[src/rtl/gpx_pkg.sv]
package gpx_pkg;

  localparam int PORT_W = 8;

  // bank codes taken from register address bits 3:2
  localparam logic [1:0] BANK_IN  = 2'd0;
  localparam logic [1:0] BANK_OUT = 2'd1;
  localparam logic [1:0] BANK_POL = 2'd2;
  localparam logic [1:0] BANK_DIR = 2'd3;

  typedef struct packed {
    logic       valid;
    logic [1:0] bank;
    logic [1:0] port;
  } reg_sel_t;

  // split a 7-bit register address into bank and port; last = highest port index
  function automatic reg_sel_t gpx_decode(input logic [6:0] a, input logic [1:0] last);
    reg_sel_t s;
    s.valid = (a[6:4] == 3'd0) && (a[1:0] <= last);
    s.bank  = a[3:2];
    s.port  = a[1:0];
    return s;
  endfunction

  // auto-increment: advance the port field, wrapping inside the bank
  function automatic logic [6:0] gpx_step(input logic [6:0] a, input logic [1:0] last);
    logic [1:0] nxt;
    nxt = (a[1:0] >= last) ? 2'd0 : a[1:0] + 2'd1;
    return {a[6:2], nxt};
  endfunction

  // polarity applied to a byte in either direction
  function automatic logic [PORT_W-1:0] gpx_pol(input logic [PORT_W-1:0] v,
                                                input logic [PORT_W-1:0] p);
    return v ^ p;
  endfunction

endpackage

[src/rtl/gpx_sync.sv]
module gpx_sync #(
  parameter int W      = 24,
  parameter int STAGES = 2
) (
  input  logic         clk,
  input  logic         rst_n,
  input  logic [W-1:0] d,
  output logic [W-1:0] q
);
  logic [W-1:0] stage [STAGES];

  always_ff @(posedge clk or negedge rst_n) begin
    if (!rst_n) begin
      for (int i = 0; i < STAGES; i++) stage[i] <= '0;
    end else begin
      stage[0] <= d;
      for (int i = 1; i < STAGES; i++) stage[i] <= stage[i-1];
    end
  end

  assign q = stage[STAGES-1];
endmodule

[src/rtl/gpx_cmd.sv]
module gpx_cmd
  import gpx_pkg::*;
#(
  parameter int NPORT = 3
) (
  input  logic       clk,
  input  logic       rst_n,
  input  logic       bus_start,
  input  logic       bus_stop,
  input  logic       rx_valid,
  input  logic [7:0] rx_data,
  input  logic       rd_ack,
  output logic [6:0] ptr,
  output logic       ai,
  output logic       wr_evt
);
  localparam logic [1:0] LAST = 2'(NPORT - 1);

  logic want_cmd;

  always_ff @(posedge clk or negedge rst_n) begin
    if (!rst_n) begin
      ptr      <= '0;
      ai       <= 1'b0;
      want_cmd <= 1'b1;
    end else begin
      if (bus_start || bus_stop) want_cmd <= 1'b1;
      if (rx_valid) begin
        if (want_cmd) begin
          ptr      <= rx_data[6:0];
          ai       <= rx_data[7];
          want_cmd <= 1'b0;
        end else if (ai) begin
          ptr <= gpx_step(ptr, LAST);
        end
      end else if (rd_ack && ai) begin
        ptr <= gpx_step(ptr, LAST);
      end
    end
  end

  // a data byte (not the command byte) lands in a register this cycle
  assign wr_evt = rx_valid && !want_cmd;
endmodule

[src/rtl/gpx_port.sv]
module gpx_port
  import gpx_pkg::*;
#(
  parameter int PW = PORT_W
) (
  input  logic          clk,
  input  logic          rst_n,
  input  logic          armed,
  input  logic          wr_en,
  input  logic [1:0]    wr_bank,
  input  logic [PW-1:0] wr_data,
  input  logic          snap,
  input  logic [PW-1:0] sync_in,
  input  logic [1:0]    rd_bank,
  output logic [PW-1:0] rd_byte,
  output logic [PW-1:0] pin_o,
  output logic [PW-1:0] pin_oe,
  output logic [PW-1:0] ref_q,
  output logic          chg
);
  logic [PW-1:0] out_q, pol_q, dir_q;

  always_ff @(posedge clk or negedge rst_n) begin
    if (!rst_n) begin
      out_q <= '1;
      pol_q <= '0;
      dir_q <= '1;
      ref_q <= '0;
    end else begin
      if (wr_en) begin
        case (wr_bank)
          BANK_OUT: out_q <= wr_data;
          BANK_POL: pol_q <= wr_data;
          BANK_DIR: dir_q <= wr_data;
          default:  ;
        endcase
      end
      if (!armed || snap) ref_q <= sync_in;
    end
  end

  always_comb begin
    case (rd_bank)
      BANK_IN:  rd_byte = gpx_pol(sync_in, pol_q);
      BANK_OUT: rd_byte = out_q;
      BANK_POL: rd_byte = pol_q;
      default:  rd_byte = dir_q;
    endcase
  end

  assign pin_o  = gpx_pol(out_q, pol_q);
  assign pin_oe = ~dir_q;
  assign chg    = |((sync_in ^ ref_q) & dir_q);
endmodule

[src/rtl/gpio_xp_regbank.sv]
module gpio_xp_regbank
  import gpx_pkg::*;
#(
  parameter int NPORT       = 3,
  parameter int SYNC_STAGES = 2
) (
  input  logic                    clk,
  input  logic                    rst_n,
  input  logic                    bus_start,
  input  logic                    bus_stop,
  input  logic                    rx_valid,
  input  logic [7:0]              rx_data,
  input  logic                    rd_req,
  input  logic                    rd_ack,
  output logic [7:0]              rd_data,
  input  logic [NPORT*PORT_W-1:0] pin_i,
  output logic [NPORT*PORT_W-1:0] pin_o,
  output logic [NPORT*PORT_W-1:0] pin_oe,
  output logic                    int_n
);
  localparam int         PW      = PORT_W;
  localparam int         NPIN    = NPORT * PW;
  localparam int         SLOTS   = 4;
  localparam logic [1:0] LAST    = 2'(NPORT - 1);
  localparam logic [1:0] ARM_CYC = 2'(SYNC_STAGES + 1);

  // named internal events, also used by the checker
  logic [6:0]      ptr;
  logic            ai;
  logic            wr_evt;
  reg_sel_t        sel;
  logic            ptr_valid;
  logic [NPIN-1:0] sync_flat;
  logic [NPIN-1:0] ref_flat;
  logic [NPIN-1:0] ack_mask;
  logic            ack_in_evt;
  logic            armed;

  logic [1:0]      arm_cnt;
  logic [NPORT-1:0] snap_v;
  logic [NPORT-1:0] chg_v;
  logic [PW-1:0]   rd_bytes [SLOTS];

  gpx_cmd #(.NPORT(NPORT)) u_cmd (
    .clk(clk), .rst_n(rst_n), .bus_start(bus_start), .bus_stop(bus_stop),
    .rx_valid(rx_valid), .rx_data(rx_data), .rd_ack(rd_ack),
    .ptr(ptr), .ai(ai), .wr_evt(wr_evt)
  );

  gpx_sync #(.W(NPIN), .STAGES(SYNC_STAGES)) u_sync (
    .clk(clk), .rst_n(rst_n), .d(pin_i), .q(sync_flat)
  );

  assign sel       = gpx_decode(ptr, LAST);
  assign ptr_valid = sel.valid;

  // references follow the pins until the synchronizer is filled
  always_ff @(posedge clk or negedge rst_n) begin
    if (!rst_n)        arm_cnt <= '0;
    else if (!armed)   arm_cnt <= arm_cnt + 2'd1;
  end
  assign armed = (arm_cnt == ARM_CYC);

  for (genvar g = 0; g < SLOTS; g++) begin : g_port
    if (g < NPORT) begin : g_live
      localparam logic [1:0] IDX = 2'(g);
      logic hit;
      assign hit      = sel.valid && (sel.port == IDX);
      assign snap_v[g] = rd_ack && hit && (sel.bank == BANK_IN);
      assign ack_mask[g*PW +: PW] = {PW{snap_v[g]}};

      gpx_port #(.PW(PW)) u_port (
        .clk(clk), .rst_n(rst_n), .armed(armed),
        .wr_en(wr_evt && hit && (sel.bank != BANK_IN)),
        .wr_bank(sel.bank), .wr_data(rx_data),
        .snap(snap_v[g]), .sync_in(sync_flat[g*PW +: PW]),
        .rd_bank(sel.bank), .rd_byte(rd_bytes[g]),
        .pin_o(pin_o[g*PW +: PW]), .pin_oe(pin_oe[g*PW +: PW]),
        .ref_q(ref_flat[g*PW +: PW]), .chg(chg_v[g])
      );
    end else begin : g_idle
      assign rd_bytes[g] = '0;
    end
  end

  assign ack_in_evt = |snap_v;

  always_ff @(posedge clk or negedge rst_n) begin
    if (!rst_n)      rd_data <= '0;
    else if (rd_req) rd_data <= sel.valid ? rd_bytes[sel.port] : '0;
  end

  assign int_n = ~(armed && (|chg_v));
endmodule

[config.mk]
export PLATFORM = sky130hd
export DESIGN_NAME = gpio_xp_regbank
export DESIGN_NICKNAME = d
export VERILOG_FILES = /design/src/rtl/gpx_pkg.sv /design/src/rtl/gpx_sync.sv /design/src/rtl/gpx_cmd.sv /design/src/rtl/gpx_port.sv /design/src/rtl/gpio_xp_regbank.sv
export SDC_FILE = /design/constraint.sdc
export NUM_CORES = 1
export LEC_CHECK = 0
export ABC_AREA = 1
export BUFFER_PORTS_ARGS = -buffer_cell sky130_fd_sc_hd__buf_2
export CORE_UTILIZATION = 40
export DETAILED_ROUTE_END_ITERATION = 8
export HOLD_SLACK_MARGIN = 0.08
export PLACE_DENSITY = 0.65
export SLEW_MARGIN = 10
export SYNTH_ARGS = -nofsm -noshare
export SYNTH_HDL_FRONTEND = slang
export SYNTH_SLANG_ARGS = --single-unit
[constraint.sdc]
create_clock -name clk -period 3.1 [get_ports clk]
set_input_delay 0.31 -clock clk [delete_from_list [all_inputs] [get_ports clk]]
set_output_delay 0.31 -clock clk [all_outputs]
set_load 0.03 [all_outputs]
==> results of run 1 <==
==> stage by stage <==
step                      total power (uW)  hold WS (ns)  worst slack, ns  instances
after floorplan                       4030        0.0144             1.56        910
after global placement                4560         0.331             1.06       1216
after detailed placement              4600         0.335            0.886       1216
after CTS                             6850         0.118            0.866       1273
after global routing                  7200         0.130            0.649       1273
final                                 6810         0.121            0.848       1273
==> per-layer routing <==
| layer | part of all wire (%) | up-vias |
|---|---|---|
| li1 | - | 3111 |
| met1 | 46 | 2920 |
| met2 | 46 | 184 |
| met3 | 5.6 | 32 |
| met4 | 2.2 | 0 |
| met5 | 0 | - |
==> worst paths after layout <==
kind / from / end / slack [ns] / cells past startpoint
worst max register to register: u_cmd.ptr[2]$_DFFE_PN0P_ / g_port[2].g_live.u_port.dir_q[7]$_DFFE_PN1P_ / 0.87 / 4
worst min-delay path: bus_start / u_cmd.want_cmd$_DFF_PN1_ / 0.12 / 3
max in group asynchronous: rst_n / g_port[2].g_live.u_port.dir_q[0]$_DFFE_PN1P_ / 1.80 / 3
worst max-delay path: u_sync.q[10]$_DFF_PN0_ / int_n / 0.85 / 10
min in group asynchronous: rst_n / u_sync.stage[35]$_DFF_PN0_ / 0.49 / 2
worst min register to register: u_sync.stage[28]$_DFF_PN0_ / u_sync.q[4]$_DFF_PN0_ / 0.35 / 0
==> worst max-delay path, stage by stage, from the launching register on <==
cell and delay [ns]:
dfrtp_1 0.40, inv_1 0.09, nand2_1 0.05, nand3_1 0.06
nand2_1 0.07, nor2_1 0.35, nand2_1 0.09, nor2_1 0.10
nand2_1 0.05, nand2_1 0.06, buf_2 0.20
==> power breakdown <==
part | total, uW | internal, uW | switching, uW
Combinational | 1740 | 556 | 1180
Clock | 2200 | 1360 | 835
Sequential | 2870 | 2540 | 324
Total | 6810 | 4460 | 2340
==> cells in the mapped netlist, drive strengths merged, types with 2 or more instances <==
| cell type | count | area share, % |
|---|---|---|
| buf | 18 | 1.7 |
| nand2 | 336 | 17 |
| nand3 | 61 | 4.0 |
| a21oi | 14 | 0.93 |
| or2 | 7 | 0.58 |
| xor2 | 24 | 2.8 |
| clkbuf | 8 | 0.40 |
| nor3 | 5 | 0.84 |
| inv | 105 | 5.2 |
| nor2 | 22 | 1.4 |
| o21ai | 135 | 8.9 |
| o211ai | 2 | 0.20 |
| nand4 | 5 | 0.41 |
| dfrtp | 114 | 38 |
| dfstp | 49 | 17 |
==> flip-flops by register name, summed over array words and instances (netlist names) <==
name and flops:
g_port.g_live.u_port.dir_q 24, g_port.g_live.u_port.out_q 24, g_port.g_live.u_port.pol_q 24, g_port.g_live.u_port.ref_q 24, u_sync.q 24, u_sync.stage 24
rd_data 8, u_cmd.ptr 7, arm_cnt 2, u_cmd.ai 1, u_cmd.want_cmd 1
==> logic make-up (layout without fill, tap and decap cells) <==
family | after synthesis | after routing | synth area share, %
multiplexers | 1 | 1 | 0.149
AO/OA/AOI/OAI | 152 | 152 | 10.2
flip-flops | 163 | 163 | 54.8
buffers and inverters | 131 | 265 | 7.32
adder cells (fa/ha/maj) | 1 | 1 | 0.166
XOR/XNOR | 25 | 25 | 2.90
AND/OR/NAND/NOR | 437 | 437 | 24.5
==> final cells by class <==
type                    count  area (um^2)
clock buffers              22          454
well taps                 229          287
fillers                  1744         9170
inverters                 105          394
multi-input cells         616         2870
flip-flops and latches    163         4140
repair buffers            128          805
clock inverters            10          158
==> layout by cell type (no fill, tap or decap), drive strengths merged, types with 24 or more instances in the layout <==
cell	instances
inv	105
o21ai	135
buf	103
dlygate4sd3	25
dfstp	49
xor2	24
dfrtp	114
nand2	336
nand3	61
==> results.ini, run 1 <==
[die]
io_pins = 96
chipHeight_um = 139
initial_core_util_pct = 41.4
dieArea_um2 = 19500
core_area_um2 = 18300
rows = 49
die_w_um = 139

[route]
wl_per_cell_um = 15.8
drt-pass1-iter-count = 5
postRouteAntennaNets = 0
drt-total-wl_mm = 20.1
vias = 6247
drc = 0
vias_per_cell = 4.91
drt_iter0_drc = 454

[run_status]
outcome = completed

[timing]
fin_crit_ns = 2.25
slew_viol_final = 0
fin_setup_tns_ns = 0
timing.fmax_mhz = 444
period_share_pct = 72.6
rsz0062_at_grt = no
slew_headroom_pct = 45.8
skew_ns = 0.00832
hold_viol = 0
finalSetupViolCount = 0
worst_pin_slew_ns = 0.812

[cts]
cts_buffers = 17
cts_tree = built
cts_max_level = 4
cts_max_path_buffers = 2
cts_resized = 0
clkTransAtPathRegs_ns = 0.06
post-cts-setup-buffer-count = 0
clock_latency_ns = 0.43
cts_sinks = 163
clock-root-buffer = clkbuf_16
holdBufCountCts = 25

[power_and_ir_drop]
p_per_area_nw_per_um2 = 748
ir_drop_mv = 0.470
p_leak_uw = 0.00438

[global_routing]
grt_max_degree = 75
use_met1_pct = 29.8
top_usage_layer = met2
first_global_vias = 5974
met2_usage_pct = 34.6
grt_antenna_before_repair = 1
overflow = 0
grt_util_all_layers_pct = 21.9
grt_use_met3_pct = 4.68
grt_pass1_wl_mm = 32.3

[synthesis]
syn_avg_cell_area_um2 = 8.31
yosys.cell_types.count = 31
synth_edf_count = 0
syn-num-nets = 950
synthArstFlopShare_pct = 100
syn_inst = 910
yosys_warnings = 0
netlist_area_um2 = 7560
synth_ff_type = dfrtp_1
ys_seq_elements = 163
ys_seq_area_share_pct = 54.8

[place]
gp_congestion = 0.849
io_buffers = 95
placed_cell_area_um2 = 8240
dp_hpwl_mm = 14.0

[worst_hold_path]
hold_class = in2reg

[job]
drv_cap = 0

[cells_and_area]
nNetsFinal = 1071
areaGrowthSynthToFinish_pct = 20.4
final_core_util_pct = 49.8
fin_area_um2 = 9100
drive_gt1_share_pct = 20.0
n_antenna_cell = 0

[setup_path]
crit_required_ns = 2.79
critPathCaptureType = primary output
crit_path_start_kind = flop
worstPathMaxFanout = 4
worstPathArrival_ns = 1.94
crit_type = reg2out

(Power assumes the default switching activity.)
==> run 2, diff against run 1 <==
- PLACE_DENSITY: 0.65 -> 0.67
- clock period: 3.1 -> 1.9 ns (I/O delays scaled with it)
==> run 2 against run 1 <==
Effect of this change:
- the run now ends with negative setup slack left
- worst setup slack worse by 0.88 ns
- critical path depth unchanged
- combinational power up 78%
- largest cell class unchanged
- largest power group unchanged
==> results.ini, run 2 (synthesized netlist as in run 1, its figures left out) <==
[place]
gp_congestion = 0.861  ; was 0.849
placed_cell_area_um2 = 8390  ; was 8240 um^2
io_buffers = 95  ; unchanged
dp_slack_ns = 0.168  ; was 0.886 ns
dp_hpwl_mm = 14.1  ; was 14.0 mm

[die]
rows = 49  ; unchanged
die_w_um = 139  ; unchanged
chipHeight_um = 139  ; unchanged
io_pins = 96  ; unchanged
dieArea_um2 = 19500  ; unchanged
initial_core_util_pct = 41.4  ; unchanged
core_area_um2 = 18300  ; unchanged

[setup_path]
worstPathArrival_ns = 1.74  ; was 1.94 ns
crit_chain = inv_2 -> nand2_1 -> nand3_2 -> nand2_2 -> nor2_1 -> nand2_1 -> nor2_1 -> nand2_1 -> nand2_2 -> buf_6  ; was inv_1 -> nand2_1 -> nand3_1 -> nand2_1 -> nor2_1 -> nand2_1 -> nor2_1 -> nand2_1 -> nand2_1 -> buf_2
ff2ff_setup_slack_ns = 0.02  ; was 0.87 ns
crit_required_ns = 1.71  ; was 2.79 ns
rr_startpoint = u_sync.q[3]$_DFF_PN0_  ; was u_cmd.ptr[2]$_DFFE_PN0P_
crit_type = reg2out  ; unchanged
critPathMostFrequentCell = nand2_1  ; unchanged
cp_num_buf_inv = 2  ; unchanged
timing.rr.end = rd_data[3]$_DFFE_PN0P_  ; was g_port[2].g_live.u_port.dir_q[7]$_DFFE_PN1P_
rr_worst_depth = 15  ; was 4
critPathCaptureType = primary output  ; unchanged
cp_slowest_cell = dfrtp_1  ; unchanged
max_stage_delay_ns = 0.43  ; was 0.40 ns
crit_family = simple AND/OR/NAND/NOR gates  ; unchanged
worstPathMaxFanout = 4  ; unchanged
crit_path_start_kind = flop  ; unchanged

[cells_and_area]
multi_input_area_um2 = 2930  ; was 2870 um^2
register_area_um2 = 4140  ; unchanged
final_core_util_pct = 51.9  ; was 49.8%
nNetsFinal = 1105  ; was 1071
fin_area_um2 = 9480  ; was 9100 um^2
drive_gt1_share_pct = 23.9  ; was 20.0%
n_antenna_cell = 0  ; unchanged
nFillCells = 1712  ; was 1744
final_common_cell = nand2_1  ; unchanged
areaGrowthSynthToFinish_pct = 25.4  ; was 20.4%
layout_common_cells = 319 x nand2_1, 114 x dfrtp_1, 106 x o21ai_0, 98 x inv_1, 93 x buf_2  ; was 325 x nand2_1, 114 x dfrtp_1, 108 x o21ai_0, 102 x inv_1, 94 x buf_2

[run_status]
violations = negative setup slack
outcome = finished, violations left  ; was completed

[cts]
cts_sinks = 163  ; unchanged
cts_buffers = 17  ; unchanged
clkTransAtPathRegs_ns = 0.06  ; about the same
cts_tree = built  ; unchanged
cts_max_level = 4  ; unchanged
clock-root-buffer = clkbuf_16  ; unchanged
clock_latency_ns = 0.44  ; was 0.43 ns
cts_max_path_buffers = 2  ; unchanged

[power_and_ir_drop]
ir_drop_mv = 0.702  ; was 0.470 mV
power_uw = 11200  ; was 6810 uW
p_per_area_nw_per_um2 = 1180  ; was 748 nW/um^2
p_leak_uw = 0.00458  ; was 0.00438 uW

[route]
drt-total-wl_mm = 20.4  ; was 20.1 mm
drc = 0  ; unchanged
wl_per_cell_um = 15.6  ; was 15.8 um
vias_per_cell = 4.93  ; was 4.91
drt_iter0_drc = 500  ; was 454
postRouteAntennaNets = 0  ; unchanged
drt-pass1-iter-count = 5  ; unchanged
vias = 6435  ; was 6247

[global_routing]
grt_antenna_before_repair = 0  ; was 1
overflow = 0  ; unchanged
grt_util_all_layers_pct = 22.1  ; was 21.9%
grt_max_degree = 59  ; was 75
first_global_vias = 6037  ; was 5974
grt_pass1_wl_mm = 32.2  ; was 32.3 mm

[timing]
fin_ws_ns = -0.0300  ; was 0.848 ns
finalSetupViolCount = 1  ; was 0
period_share_pct = 102
rsz0062_at_grt = yes  ; was no
skew_ns = 0.0160  ; was 0.00832 ns
slew_headroom_pct = 60.1  ; was 45.8%
slew_viol_final = 0  ; unchanged
fin_crit_ns = 1.93
worst_pin_slew_ns = 0.598  ; was 0.812 ns
timing.fmax_mhz = 518
hold_slack_ns = 0.0933  ; was 0.121 ns
hold_viol = 0  ; unchanged

[worst_hold_path]
hold_class = in2reg  ; unchanged
hold_path_startpoint = rx_valid  ; was bus_start
hold_end = u_cmd.want_cmd$_DFF_PN1_  ; unchanged
holdPathStages = 4  ; was 3

[job]
drv_cap = 0  ; unchanged

==> run 2: cell count changes in the layout (fill, tap and decap cells not counted), moves of 4 or more <==
cell / before / now
inv_1: 102 / 98
dlygate4sd3_1: 25 / 30
nand2_1: 325 / 319
inv_2: 3 / 7
nand2_2: 10 / 16
buf_4: 7 / 31
buf_12: 1 / 6
==> run 2: where the power goes <==
part | switching [uW] | total [uW] | internal (uW)
clock network | 1350 | 3420 | 2070
registers | 503 | 4650 | 4150
logic | 2030 | 3100 | 1060
total | 3890 | 11200 | 7280
==> run 2: worst reg2reg max path, stage by stage, from the launching register on <==
cell and delay [ns]:
dfrtp_1 0.43, inv_2 0.05, buf_4 0.13, buf_4 0.12, buf_4 0.12, buf_4 0.12
buf_4 0.12, buf_4 0.11, buf_4 0.12, nand2_2 0.05, nand3_2 0.05, nand2_1 0.07
o21ai_1 0.06, nand2_1 0.06, nand2_1 0.06, o21bai_1 0.13
==> run 2: worst max path at each step <==
| stage | from | to | slack (ns) | depth (start not counted) |
|---|---|---|---|---|
| final | u_sync.q[3]$_DFF_PN0_ | int_n | -0.03 | 10 |
| after floorplan | u_cmd.ptr[1]$_DFFE_PN0P_ | g_port[0].g_live.u_port.pol_q[2]$_DFFE_PN0P_ | 0.37 | 8 |
| after detailed placement | u_cmd.ptr[3]$_DFFE_PN0P_ | g_port[0].g_live.u_port.dir_q[1]$_DFFE_PN1P_ | 0.17 | 6 |
| after CTS | u_sync.q[3]$_DFF_PN0_ | int_n | -0.04 | 10 |
| after global routing | u_sync.q[3]$_DFF_PN0_ | int_n | -0.13 | 10 |
| after global placement | u_cmd.ptr[0]$_DFFE_PN0P_ | g_port[1].g_live.u_port.pol_q[2]$_DFFE_PN0P_ | 0.21 | 7 |
==> run 2: area by class of cell <==
type	instances	share of cell area, %
clock inverters	8	1.06
multi-input cells	616	30.9
flip-flops and latches	163	43.7
clock buffers	23	5.15
inverters	105	4.16
repair buffers	162	12.0
well taps	229	3.02
==> run 2: routing by layer <==
layer	share of wire (%)	routed length, um	vias up	global-route usage [%]
li1	-	-	3181	-
met1	45	9230	3032	30.5
met2	47	9600	192	35.2
met3	6.3	1280	30	4.23
met4	1.4	286	0	6.73
met5	0	0	-	0
==> run 2: per-stage QoR <==
stage | cells | TNS (ns)
after detailed placement | 1228 | 0
after CTS | 1303 | -0.0448
after global routing | 1306 | -0.793
after floorplan | 910 | 0
after global placement | 1228 | 0
final | 1306 | -0.0300
==> run 2: what timing repair did <==
action,CTS,global route
resized for setup,15,10
hold buffers,30,0
endpoints found under the setup margin,1,19
endpoints found under the hold margin,72,0
pin swaps,10,8
buffers inserted,14,3
